**src/rtl/fc_pkg.sv**
```systemverilog
package fc_pkg;
   typedef enum logic [1:0] {
      FC_IDLE = 2'd0,
      FC_WAIT = 2'd1,
      FC_GATE = 2'd2,
      FC_HELD = 2'd3
   } fc_state_e;
endpackage

```
**src/rtl/fc_edge_sync.sv**
```systemverilog
module fc_edge_sync #(
   parameter int STAGES     = 2,
   parameter bit BOTH_EDGES = 1'b0
) (
   input  logic clk,
   input  logic rst_n,
   input  logic sig_in,
   output logic edge_o
);
   localparam int MSB = STAGES - 1;

   logic [STAGES-1:0] shreg;
   logic              last_q;

   initial begin
      assert (STAGES >= 2) else $error("fc_edge_sync: STAGES must be at least 2");
   end

   always_ff @(posedge clk or negedge rst_n) begin
      if (!rst_n) begin
         shreg  <= '0;
         last_q <= 1'b0;
      end else begin
         shreg  <= {shreg[MSB-1:0], sig_in};
         last_q <= shreg[MSB];
      end
   end

   generate
      if (BOTH_EDGES) begin : g_both
         assign edge_o = shreg[MSB] ^ last_q;
      end else begin : g_rise
         assign edge_o = shreg[MSB] & ~last_q;
      end
   endgenerate
endmodule

```
**src/rtl/fc_sat_counter.sv**
```systemverilog
module fc_sat_counter #(
   parameter int W = 20
) (
   input  logic         clk,
   input  logic         rst_n,
   input  logic         clr,
   input  logic         inc,
   output logic [W-1:0] q
);
   localparam logic [W-1:0] TOP = {W{1'b1}};

   initial begin
      assert (W >= 2) else $error("fc_sat_counter: W must be at least 2");
   end

   always_ff @(posedge clk or negedge rst_n) begin
      if (!rst_n)                q <= '0;
      else if (clr)              q <= '0;
      else if (inc && q != TOP)  q <= q + 1'b1;
   end

   // once full, the value stays full until cleared
   a_r8_no_wrap: assert property (@(posedge clk) disable iff (!rst_n)
      (q == TOP && !clr) |=> (q == TOP));
endmodule

```
**src/rtl/fc_gate_timer.sv**
```systemverilog
module fc_gate_timer
   import fc_pkg::*;
#(
   parameter int WAIT_SHORT = 4,
   parameter int WAIT_LONG  = 8,
   parameter int GATE_T0    = 4,
   parameter int GATE_T1    = 8,
   parameter int GATE_T2    = 32,
   parameter int GATE_T3    = 64
) (
   input  logic      clk,
   input  logic      rst_n,
   input  logic      arm,
   input  logic      abort,
   input  logic      tick,
   input  logic      freeze,
   input  logic [1:0] sel,
   output fc_state_e state_o,
   output logic      fin_o
);
   localparam int MAX_G01 = (GATE_T0 > GATE_T1) ? GATE_T0 : GATE_T1;
   localparam int MAX_G23 = (GATE_T2 > GATE_T3) ? GATE_T2 : GATE_T3;
   localparam int MAX_G   = (MAX_G01 > MAX_G23) ? MAX_G01 : MAX_G23;
   localparam int MAX_W   = (WAIT_SHORT > WAIT_LONG) ? WAIT_SHORT : WAIT_LONG;
   localparam int MAX_ALL = (MAX_G > MAX_W) ? MAX_G : MAX_W;
   localparam int TW      = $clog2(MAX_ALL + 1);

   fc_state_e     st;
   logic [TW-1:0] tc;
   logic [1:0]    sel_q;
   logic [TW-1:0] wait_len;
   logic [TW-1:0] gate_len;
   logic          step;

   initial begin
      assert (WAIT_SHORT >= 1 && WAIT_LONG >= 1)
         else $error("fc_gate_timer: wait lengths must be at least 1");
      assert (GATE_T0 >= 1 && GATE_T1 >= 1 && GATE_T2 >= 1 && GATE_T3 >= 1)
         else $error("fc_gate_timer: gate lengths must be at least 1");
   end

   always_comb begin
      wait_len = sel_q[1] ? TW'(WAIT_LONG) : TW'(WAIT_SHORT);
      case (sel_q)
         2'b00:   gate_len = TW'(GATE_T0);
         2'b01:   gate_len = TW'(GATE_T1);
         2'b10:   gate_len = TW'(GATE_T2);
         default: gate_len = TW'(GATE_T3);
      endcase
   end

   assign step = tick && !freeze && !abort && !arm;

   always_ff @(posedge clk or negedge rst_n) begin
      if (!rst_n) begin
         st    <= FC_IDLE;
         tc    <= '0;
         sel_q <= 2'b00;
      end else if (abort) begin
         st <= FC_IDLE;
         tc <= '0;
      end else if (arm) begin
         st    <= FC_WAIT;
         tc    <= '0;
         sel_q <= sel;
      end else if (step) begin
         case (st)
            FC_WAIT: begin
               if (tc == wait_len - 1'b1) begin
                  st <= FC_GATE;
                  tc <= '0;
               end else begin
                  tc <= tc + 1'b1;
               end
            end
            FC_GATE: begin
               if (tc == gate_len - 1'b1) begin
                  st <= FC_HELD;
                  tc <= '0;
               end else begin
                  tc <= tc + 1'b1;
               end
            end
            default: tc <= '0;
         endcase
      end
   end

   assign state_o = st;
   assign fin_o   = step && (st == FC_GATE) && (tc == gate_len - 1'b1);

   // the wait tick counter never passes its limit
   a_r3_wait_bound: assert property (@(posedge clk) disable iff (!rst_n)
      (st == FC_WAIT) |-> (tc < wait_len));
   // the gate tick counter never passes its limit
   a_r4_gate_bound: assert property (@(posedge clk) disable iff (!rst_n)
      (st == FC_GATE) |-> (tc < gate_len));
   // a frozen timer keeps its position
   a_r7_timer_frozen: assert property (@(posedge clk) disable iff (!rst_n)
      (freeze && !abort && !arm) |=> ($stable(tc) && $stable(st)));
endmodule

```
**src/rtl/fc_gated_counter.sv**
```systemverilog
module fc_gated_counter
   import fc_pkg::*;
#(
   parameter int CNT_W       = 20,
   parameter int SYNC_STAGES = 2,
   parameter bit BOTH_EDGES  = 1'b0,
   parameter int WAIT_SHORT  = 4,
   parameter int WAIT_LONG   = 8,
   parameter int GATE_T0     = 4,
   parameter int GATE_T1     = 8,
   parameter int GATE_T2     = 32,
   parameter int GATE_T3     = 64
) (
   input  logic             clk,
   input  logic             rst_n,
   input  logic             if_in,
   input  logic             tick_1k,
   input  logic             start,
   input  logic [1:0]       gate_sel,
   input  logic             inhibit,
   input  logic             access_evt,
   output logic [CNT_W-1:0] count_o,
   output logic             done_o,
   output logic             busy_o
);
   logic      start_q;
   logic      arm;
   logic      abort;
   logic      edge_hit;
   logic      fin;
   logic      done_q;
   fc_state_e st;

   always_ff @(posedge clk or negedge rst_n) begin
      if (!rst_n) start_q <= 1'b0;
      else        start_q <= start;
   end

   assign arm   = start & ~start_q;
   assign abort = ~start;

   fc_edge_sync #(
      .STAGES     (SYNC_STAGES),
      .BOTH_EDGES (BOTH_EDGES)
   ) u_sync (
      .clk    (clk),
      .rst_n  (rst_n),
      .sig_in (if_in),
      .edge_o (edge_hit)
   );

   fc_gate_timer #(
      .WAIT_SHORT (WAIT_SHORT),
      .WAIT_LONG  (WAIT_LONG),
      .GATE_T0    (GATE_T0),
      .GATE_T1    (GATE_T1),
      .GATE_T2    (GATE_T2),
      .GATE_T3    (GATE_T3)
   ) u_timer (
      .clk     (clk),
      .rst_n   (rst_n),
      .arm     (arm),
      .abort   (abort),
      .tick    (tick_1k),
      .freeze  (inhibit),
      .sel     (gate_sel),
      .state_o (st),
      .fin_o   (fin)
   );

   fc_sat_counter #(
      .W (CNT_W)
   ) u_count (
      .clk   (clk),
      .rst_n (rst_n),
      .clr   (abort | arm),
      .inc   ((st == FC_GATE) & edge_hit & ~inhibit),
      .q     (count_o)
   );

   always_ff @(posedge clk or negedge rst_n) begin
      if (!rst_n)          done_q <= 1'b0;
      else if (abort)      done_q <= 1'b0;
      else if (arm)        done_q <= 1'b0;
      else if (fin)        done_q <= 1'b1;
      else if (access_evt) done_q <= 1'b0;
   end

   assign done_o = done_q;
   assign busy_o = (st == FC_WAIT) || (st == FC_GATE);

   // a low start bit clears everything on the next clock
   a_r2_clear: assert property (@(posedge clk) disable iff (!rst_n)
      !start |=> (count_o == '0 && !done_o && !busy_o));
   // nothing is counted during the settling wait
   a_r3_wait_zero: assert property (@(posedge clk) disable iff (!rst_n)
      (st == FC_WAIT) |-> (count_o == '0));
   // done and busy are never both high
   a_r5_done_not_busy: assert property (@(posedge clk) disable iff (!rst_n)
      done_o |-> !busy_o);
   // the result is frozen once the gate has closed
   a_r5_result_held: assert property (@(posedge clk) disable iff (!rst_n)
      (st == FC_HELD && start && start_q) |=> $stable(count_o));
   // inhibit keeps the count still
   a_r7_no_count: assert property (@(posedge clk) disable iff (!rst_n)
      (inhibit && start && start_q) |=> $stable(count_o));
endmodule

```
**config.mk**
```make
export PLATFORM = sky130hd
export DESIGN_NAME = fc_gated_counter
export DESIGN_NICKNAME = d
export VERILOG_FILES = /design/src/rtl/fc_pkg.sv /design/src/rtl/fc_edge_sync.sv /design/src/rtl/fc_sat_counter.sv /design/src/rtl/fc_gate_timer.sv /design/src/rtl/fc_gated_counter.sv
export SDC_FILE = /design/constraint.sdc
export NUM_CORES = 1
export LEC_CHECK = 0
export BUFFER_PORTS_ARGS = -buffer_cell sky130_fd_sc_hd__buf_2
export CORE_ASPECT_RATIO = 0.8
export CORE_MARGIN = 8
export CORE_UTILIZATION = 50
export DETAILED_ROUTE_END_ITERATION = 6
export HOLD_SLACK_MARGIN = 0.05
export PLACE_DENSITY_LB_ADDON = 0.08
export SLEW_MARGIN = 30
export SYNTH_ARGS = -nofsm -noshare
export SYNTH_HDL_FRONTEND = slang
export SYNTH_SLANG_ARGS = --single-unit
```
**constraint.sdc**
```tcl
create_clock -name clk -period 2.5 [get_ports clk]
set_input_delay 0 -clock clk [delete_from_list [all_inputs] [get_ports clk]]
set_output_delay 0 -clock clk [all_outputs]
set_load 0.005 [all_outputs]
```
# Yosys cells after proc, flatten, opt, wreduce, memory -nomap -nowiden
# Index checks and enable logic that the tools add are counted.
[op_classes]
n_reduce_logical = 13
muxes = 20
n_bitwise = 9
n_eq_ne = 12
add_sub_neg = 4
[ops]
columns = ["cell", "count"]
rows = [
  ["20-bit 2-to-1 mux", 2],
  ["7-bit 2-to-1 mux", 5],
  ["7-bit one-hot mux with 3 select lines", 1],
  ["20-bit by 1-bit adder with 20-bit output, second input constant", 1],
  ["20-bit inequality test, second input constant", 1],
  ["7-bit == test", 2],
  ["7-bit one-hot mux with 2 select lines", 1],
  ["7-bit by 1-bit subtractor with 7-bit output, second input constant", 2],
  ["2-bit 2-to-1 mux", 5],
  ["4-bit by 1-bit inequality test with 1-bit output, second input constant", 2],
  ["4-bit by 3-bit inequality test with 1-bit output, second input constant", 2],
  ["7-bit by 1-bit adder with 7-bit output, second input constant", 1],
  ["1-bit logical AND", 6],
  ["1-bit AND", 4],
  ["2-bit by 1-bit == test with 1-bit output, second input constant", 2],
  ["2-bit == test, second input constant", 2],
  ["1-bit 2-to-1 mux", 4],
  ["4-bit 2-to-1 mux", 1],
  ["1-bit inverter", 4],
  ["2-bit one-hot mux with 2 select lines", 1],
  ["4-bit AND reduction", 1],
  ["3-bit by 1-bit inequality test with 1-bit output, second input constant", 1],
  ["1-bit logical NOT", 2],
  ["2-bit logical NOT", 1],
  ["4 further kinds", 4],
]
[totals]
regBits = 36
out_inout_bits = 22
wordCells = 66

# Logic depth before layout (Yosys ltp)
[depth]
word_depth = 9
depth_mapped = 7

# By module
# Synthesis repeated with hierarchy kept, for this count alone.
[unflattened]
hier_cells = 229
area_unflattened_um2 = 2168.3
[by_module_without_submodules]
columns = ["mod", "instances", "cells_each", "area_each_um2"]
rows = [
  ["fc_sat_counter", 1, 128, 1211.2],
  ["fc_gate_timer", 1, 84, 760.7],
  ["fc_gated_counter", 1, 13, 107.6],
  ["fc_edge_sync", 1, 4, 88.8],
]

# Worst setup path before layout
# OpenSTA, ideal clock, no wires.
[synth_timing]
path_kind = "register -> register"
from = "register u_timer.tc[4]"
to = "register u_timer.tc[2]"
t_arrival_ps = 1912
path_buffers = 1
stages_incl_launch_ff = 7
path_slack_ps = 462
period_less_slack_ps = 2038
setup_ps = 126
cell_sequence = "dfrtp_1 > buf_6 > or4_1 > o211a_2 > o31ai_4 > a21oi_2 > a221o_1"
[synth_between]
elab_chain_cells = 6
elab_cells_between_ends = 8
cone_classes = "2 x eq/ne; 6 x mux"
[synth_lines]
columns = ["item", "line_no", "source"]
rows = [
  ["start: declaration", "fc_gate_timer.sv:29", "logic [TW-1:0] tc;"],
  ["start signal: assignment", "fc_gate_timer.sv:73", "tc <= tc + 1'b1;"],
  ["start signal: assignment", "fc_gate_timer.sv:81", "tc <= tc + 1'b1;"],
  ["7-bit == test, on equally long branches", "fc_gate_timer.sv:77, fc_gate_timer.sv:69", ""],
  ["7-bit 2-to-1 mux, on equally long branches", "fc_gate_timer.sv:77, fc_gate_timer.sv:69", ""],
  ["7-bit one-hot mux with 2 select lines *", "fc_gate_timer.sv:67", "case (st)"],
  ["7-bit 2-to-1 mux *", "fc_gate_timer.sv:66", "end else if (step) begin"],
  ["7-bit 2-to-1 mux *", "fc_gate_timer.sv:62", "end else if (arm) begin"],
  ["7-bit 2-to-1 mux *", "fc_gate_timer.sv:59", "end else if (abort) begin"],
]
# Every way passes the cells marked *; elsewhere a longest branch is shown, timed or not. The select of a mux whose other input is x is not followed.
# A chain may end at the register's enable or synchronous reset.

# Final worst setup path
[layout_timing]
from = "register u_timer.tc[0]"
to = "register u_timer.tc[2]"
[layout_between]
elab_chain_cells = 6
elab_cells_between_ends = 9
cone_classes = "1 x add/sub; 2 x eq/ne; 6 x mux"
[layout_lines]
columns = ["item", "line_no"]
rows = [
  ["7-bit by 1-bit adder with 7-bit output (tied with other cells)", "fc_gate_timer.sv:73, fc_gate_timer.sv:81"],
  ["7-bit 2-to-1 mux, on equally long branches", "fc_gate_timer.sv:77, fc_gate_timer.sv:69"],
  ["7-bit one-hot mux with 2 select lines *", "fc_gate_timer.sv:67"],
  ["7-bit 2-to-1 mux *", "fc_gate_timer.sv:66"],
  ["7-bit 2-to-1 mux *", "fc_gate_timer.sv:62"],
  ["7-bit 2-to-1 mux *", "fc_gate_timer.sv:59"],
]
# Marks and branches as above.

==> qor.yml <==
status: "finished, final reports clean"
holdCritPathClass: "input pin to flip-flop"
total_of_endpoints_with_negative_setup_slack_in_the_final_report: 0
final_antenna_net_count: 0
asr_flop_ratio_synth_pct: 100
ys.warnings.count: 0
synth_largest_type_area_fraction_pct: 46.5
cts.sinks: 36
timing.max_cap.violations: 0
synth_top_family_by_area: "simple AND/OR/NAND/NOR gates"
tightest_slew_ns: 0.780
power_per_cell_area_mw_per_mm2: 464
synthXorXnorAreaFrac_pct: 7.23
setup_tns_ns: 0
post_synth_num_cell_types: 43
final_min_period_over_clock_period_pct: 91.7
numCtsBuffers: 5
design.final.nets: 255
maxSlewViolCount: 0
number_of_enable_type_register_cells_in_the_synthesized_netlist: 0
drt-initial-drc-count: 89
max-clock-path-buffers: 2
first_pass_iters: 4
worstPathMaxFanout: 8
synth_top_area_cell: "sky130_fd_sc_hd__dfrtp_1"
core_sq_mm: 0.00375
final_hold_viol_count: 0
antenna_found_initial: 0
detail_route.wl_per_cell_microns: 15.9
synth.area.mux_share_pct: 2.26
power.static_leakage_nw: 0.984
initial_utilization_pct: 51.7
numPortBuffers: 30
insertedDiodeCount: 0
detailed_place_hpwl_mm: 3.25
gp_congestion: 0.916
worst_setup_path_class: "flip-flop to flip-flop"
synth_most_common_cell: "sky130_fd_sc_hd__dfrtp_1"
cts-resized-gates: 0
area.growth.synth_to_final_pct: 17.9
routed_wirelength_mm: 4.54
drive_gt1_share_pct: 21.1
post_synth_fa_ha_maj_area_fraction_pct: 2.58
critPathLaunchType: "flip-flop"
postCtsSetupBuffers: 0
average_vias_per_placed_instance: 5.78
final-seq-area_sq_um: 901
flip_flop_and_latch_count_after_synthesis: 36
syn-mean-instance-area_sq_um: 9.70
drcViolationCount: 0
clock_tree_from_tritoncts: "yes"
ys_top_cells_by_count: "36 x sky130_fd_sc_hd__dfrtp_1, 24 x sky130_fd_sc_hd__nor2_1, 15 x sky130_fd_sc_hd__xnor2_1, 14 x sky130_fd_sc_hd__nand3_1, 11 x sky130_fd_sc_hd__nand2_1"
synth_top_cells_by_area: "sky130_fd_sc_hd__dfrtp_1 46%, sky130_fd_sc_hd__xnor2_1 6.8%, sky130_fd_sc_hd__nor2_1 4.6%, sky130_fd_sc_hd__nand3_1 3.6%, sky130_fd_sc_hd__a21oi_1 2.6%"
floorplan.die.height_microns: 71.7
grt_first_pass_wirelength_mm: 7.59
cts_root_buf: "sky130_fd_sc_hd__clkbuf_8"
synth_ff_type: "sky130_fd_sc_hd__dfrtp_1"
groute.usage.overall_pct: 15.6
clk_pin_slew_worst_paths_ns: 0.06
fin_worst_skew_ns: 0.00638
clk-insertion-delay-late_ns: 0.28
floorplan.die_area_sq_mm: 0.00614
grt_setup_unrepaired: "false"
route.vias.total: 1653
num_io_pins: 31
timing.final.crit_period_ns: 2.29
syn_std_cell_area_sq_mm: 0.00194
timing.max_slew.rel_slack_pct: 47.6
post_synth_inst_count: 200
first_global_vias: 1545
grt_max_degree: 37
seq_area_frac_synth_pct: 46.5
htree_levels: 2
grt.overflow.total: 0
totalPowerFinal_mw: 1.06
timing.fmax_mhz: 436
floorplan.rows: 20
synth_compound_gate_area_share_pct: 14.3
yosys.area_share.simple_pct: 23.9
endpoint_kind: "flip-flop"
chipWidth_microns: 85.6
final_core_utilization_pct: 60.9
multi_input_area_sq_um: 976
final.fill_count: 331
peakVddDrop_mv: 0.415
worstPathRequired_ns: 2.66
cp.arrival_ns: 2.46
syn-num-nets: 213
[cells by family (layout without fill, tap and decap cells)]
kind of cell / after synthesis / in the layout
compound gates: 36 / 36
xor+xnor: 16 / 16
fa+ha+maj: 4 / 4
buf+inv: 14 / 56
flops: 36 / 36
mux: 4 / 4
simple gates: 90 / 90
[flip-flops by register name, indices dropped and copies added, names as in the netlist]
name / flops
u_count.q: 20
u_timer.tc: 7
u_sync.shreg: 2
u_timer.sel_q: 2
u_timer.state_o: 2
done_o: 1
start_q: 1
u_sync.last_q: 1
[layout make-up]
cell class | instances | share of cell area (%)
clock inverter | 1 | 0.219
clock buffer | 6 | 3.17
tap | 44 | 2.41
multi-input combinational | 150 | 42.7
timing repair buffer | 41 | 10.8
inverter | 8 | 1.31
sequential | 36 | 39.4
[power breakdown]
group          internal (mW)  switching [mW]  total [mW]
Clock                  0.189           0.196       0.385
Combinational         0.0303          0.0428      0.0731
Sequential             0.592          0.0112       0.603
[worst max-delay path, cell delays in order (launching register included)]
cell and delay, ns:
sky130_fd_sc_hd__dfrtp_1 0.38, sky130_fd_sc_hd__ha_1 0.23, sky130_fd_sc_hd__nand2b_1 0.09, sky130_fd_sc_hd__or4_1 0.48, sky130_fd_sc_hd__o21ai_1 0.45, sky130_fd_sc_hd__a21oi_2 0.21, sky130_fd_sc_hd__a221o_1 0.33
[metal layers]
layer	vias to the layer above	GRT usage [%]	share of wire [%]
met1	787	21.4	50
met3	7	4.69	5.4
met2	47	22.3	43
met4	0	6.01	1.4
li1	812	-	-
met5	-	0	0
[metrics by stage]
| stage | hold slack (ns) | instance area (sq um) | std cells | setup slack (ns) |
|---|---|---|---|---|
| final | 0.170 | 2290 | 286 | 0.207 |
| after global routing | 0.184 | 2290 | 286 | 0.0491 |
| after CTS | 0.161 | 2290 | 286 | 0.234 |
| after detailed placement | 0.109 | 2150 | 273 | 0.246 |
| after global placement | 0.109 | 2150 | 273 | 0.336 |
| after floorplan | -0.296 | 1940 | 200 | 0.462 |
[what timing repair did]
action / 4_1_cts / 5_1_grt
hold buffers: 6 / 0
endpoints found under the setup margin: 0 / 0
endpoints found under the hold margin: 42 / 0
[path summary, 6_finish.rpt]
| check | start | to | slack [ns] | cells after the start |
|---|---|---|---|---|
| worst min register to register | u_sync.shreg[0] | u_sync.shreg[1] | 0.36 | 0 |
| max in group asynchronous | rst_n | u_sync.shreg[1] | 1.67 | 2 |
| worst max-delay path | u_timer.tc[0] | u_timer.tc[2] | 0.21 | 6 |
| worst max register to register | u_timer.tc[0] | u_timer.tc[2] | 0.21 | 6 |
| worst min-delay path | inhibit | done_o | 0.17 | 4 |
| min in group asynchronous | rst_n | u_count.q[16] | 0.34 | 2 |
[layout by cell type (no fill, tap or decap), types with 2 or more instances in the layout]
master                          instances
sky130_fd_sc_hd__or3_1                  3
sky130_fd_sc_hd__nor4_1                 7
sky130_fd_sc_hd__a211oi_1               5
sky130_fd_sc_hd__or4_1                  2
sky130_fd_sc_hd__mux2_2                 3
sky130_fd_sc_hd__dfrtp_1               36
sky130_fd_sc_hd__or2_2                  2
sky130_fd_sc_hd__clkbuf_8               5
sky130_fd_sc_hd__a21boi_1               2
sky130_fd_sc_hd__nor2b_1                3
sky130_fd_sc_hd__nor3_1                10
sky130_fd_sc_hd__a221o_1                4
sky130_fd_sc_hd__a21o_1                 2
sky130_fd_sc_hd__and3_1                 2
sky130_fd_sc_hd__nand2_1               11
sky130_fd_sc_hd__nand2b_1               3
sky130_fd_sc_hd__buf_4                  5
sky130_fd_sc_hd__nand3_1               14
sky130_fd_sc_hd__inv_1                  8
sky130_fd_sc_hd__o21ai_1                2
sky130_fd_sc_hd__xnor2_1               15
sky130_fd_sc_hd__ha_1                   4
sky130_fd_sc_hd__nor2_1                24
sky130_fd_sc_hd__nand4_1                5
sky130_fd_sc_hd__dlygate4sd3_1          6
sky130_fd_sc_hd__a21oi_1               10
sky130_fd_sc_hd__buf_2                 30
No activity file was read; power rests on OpenSTA's default activity.
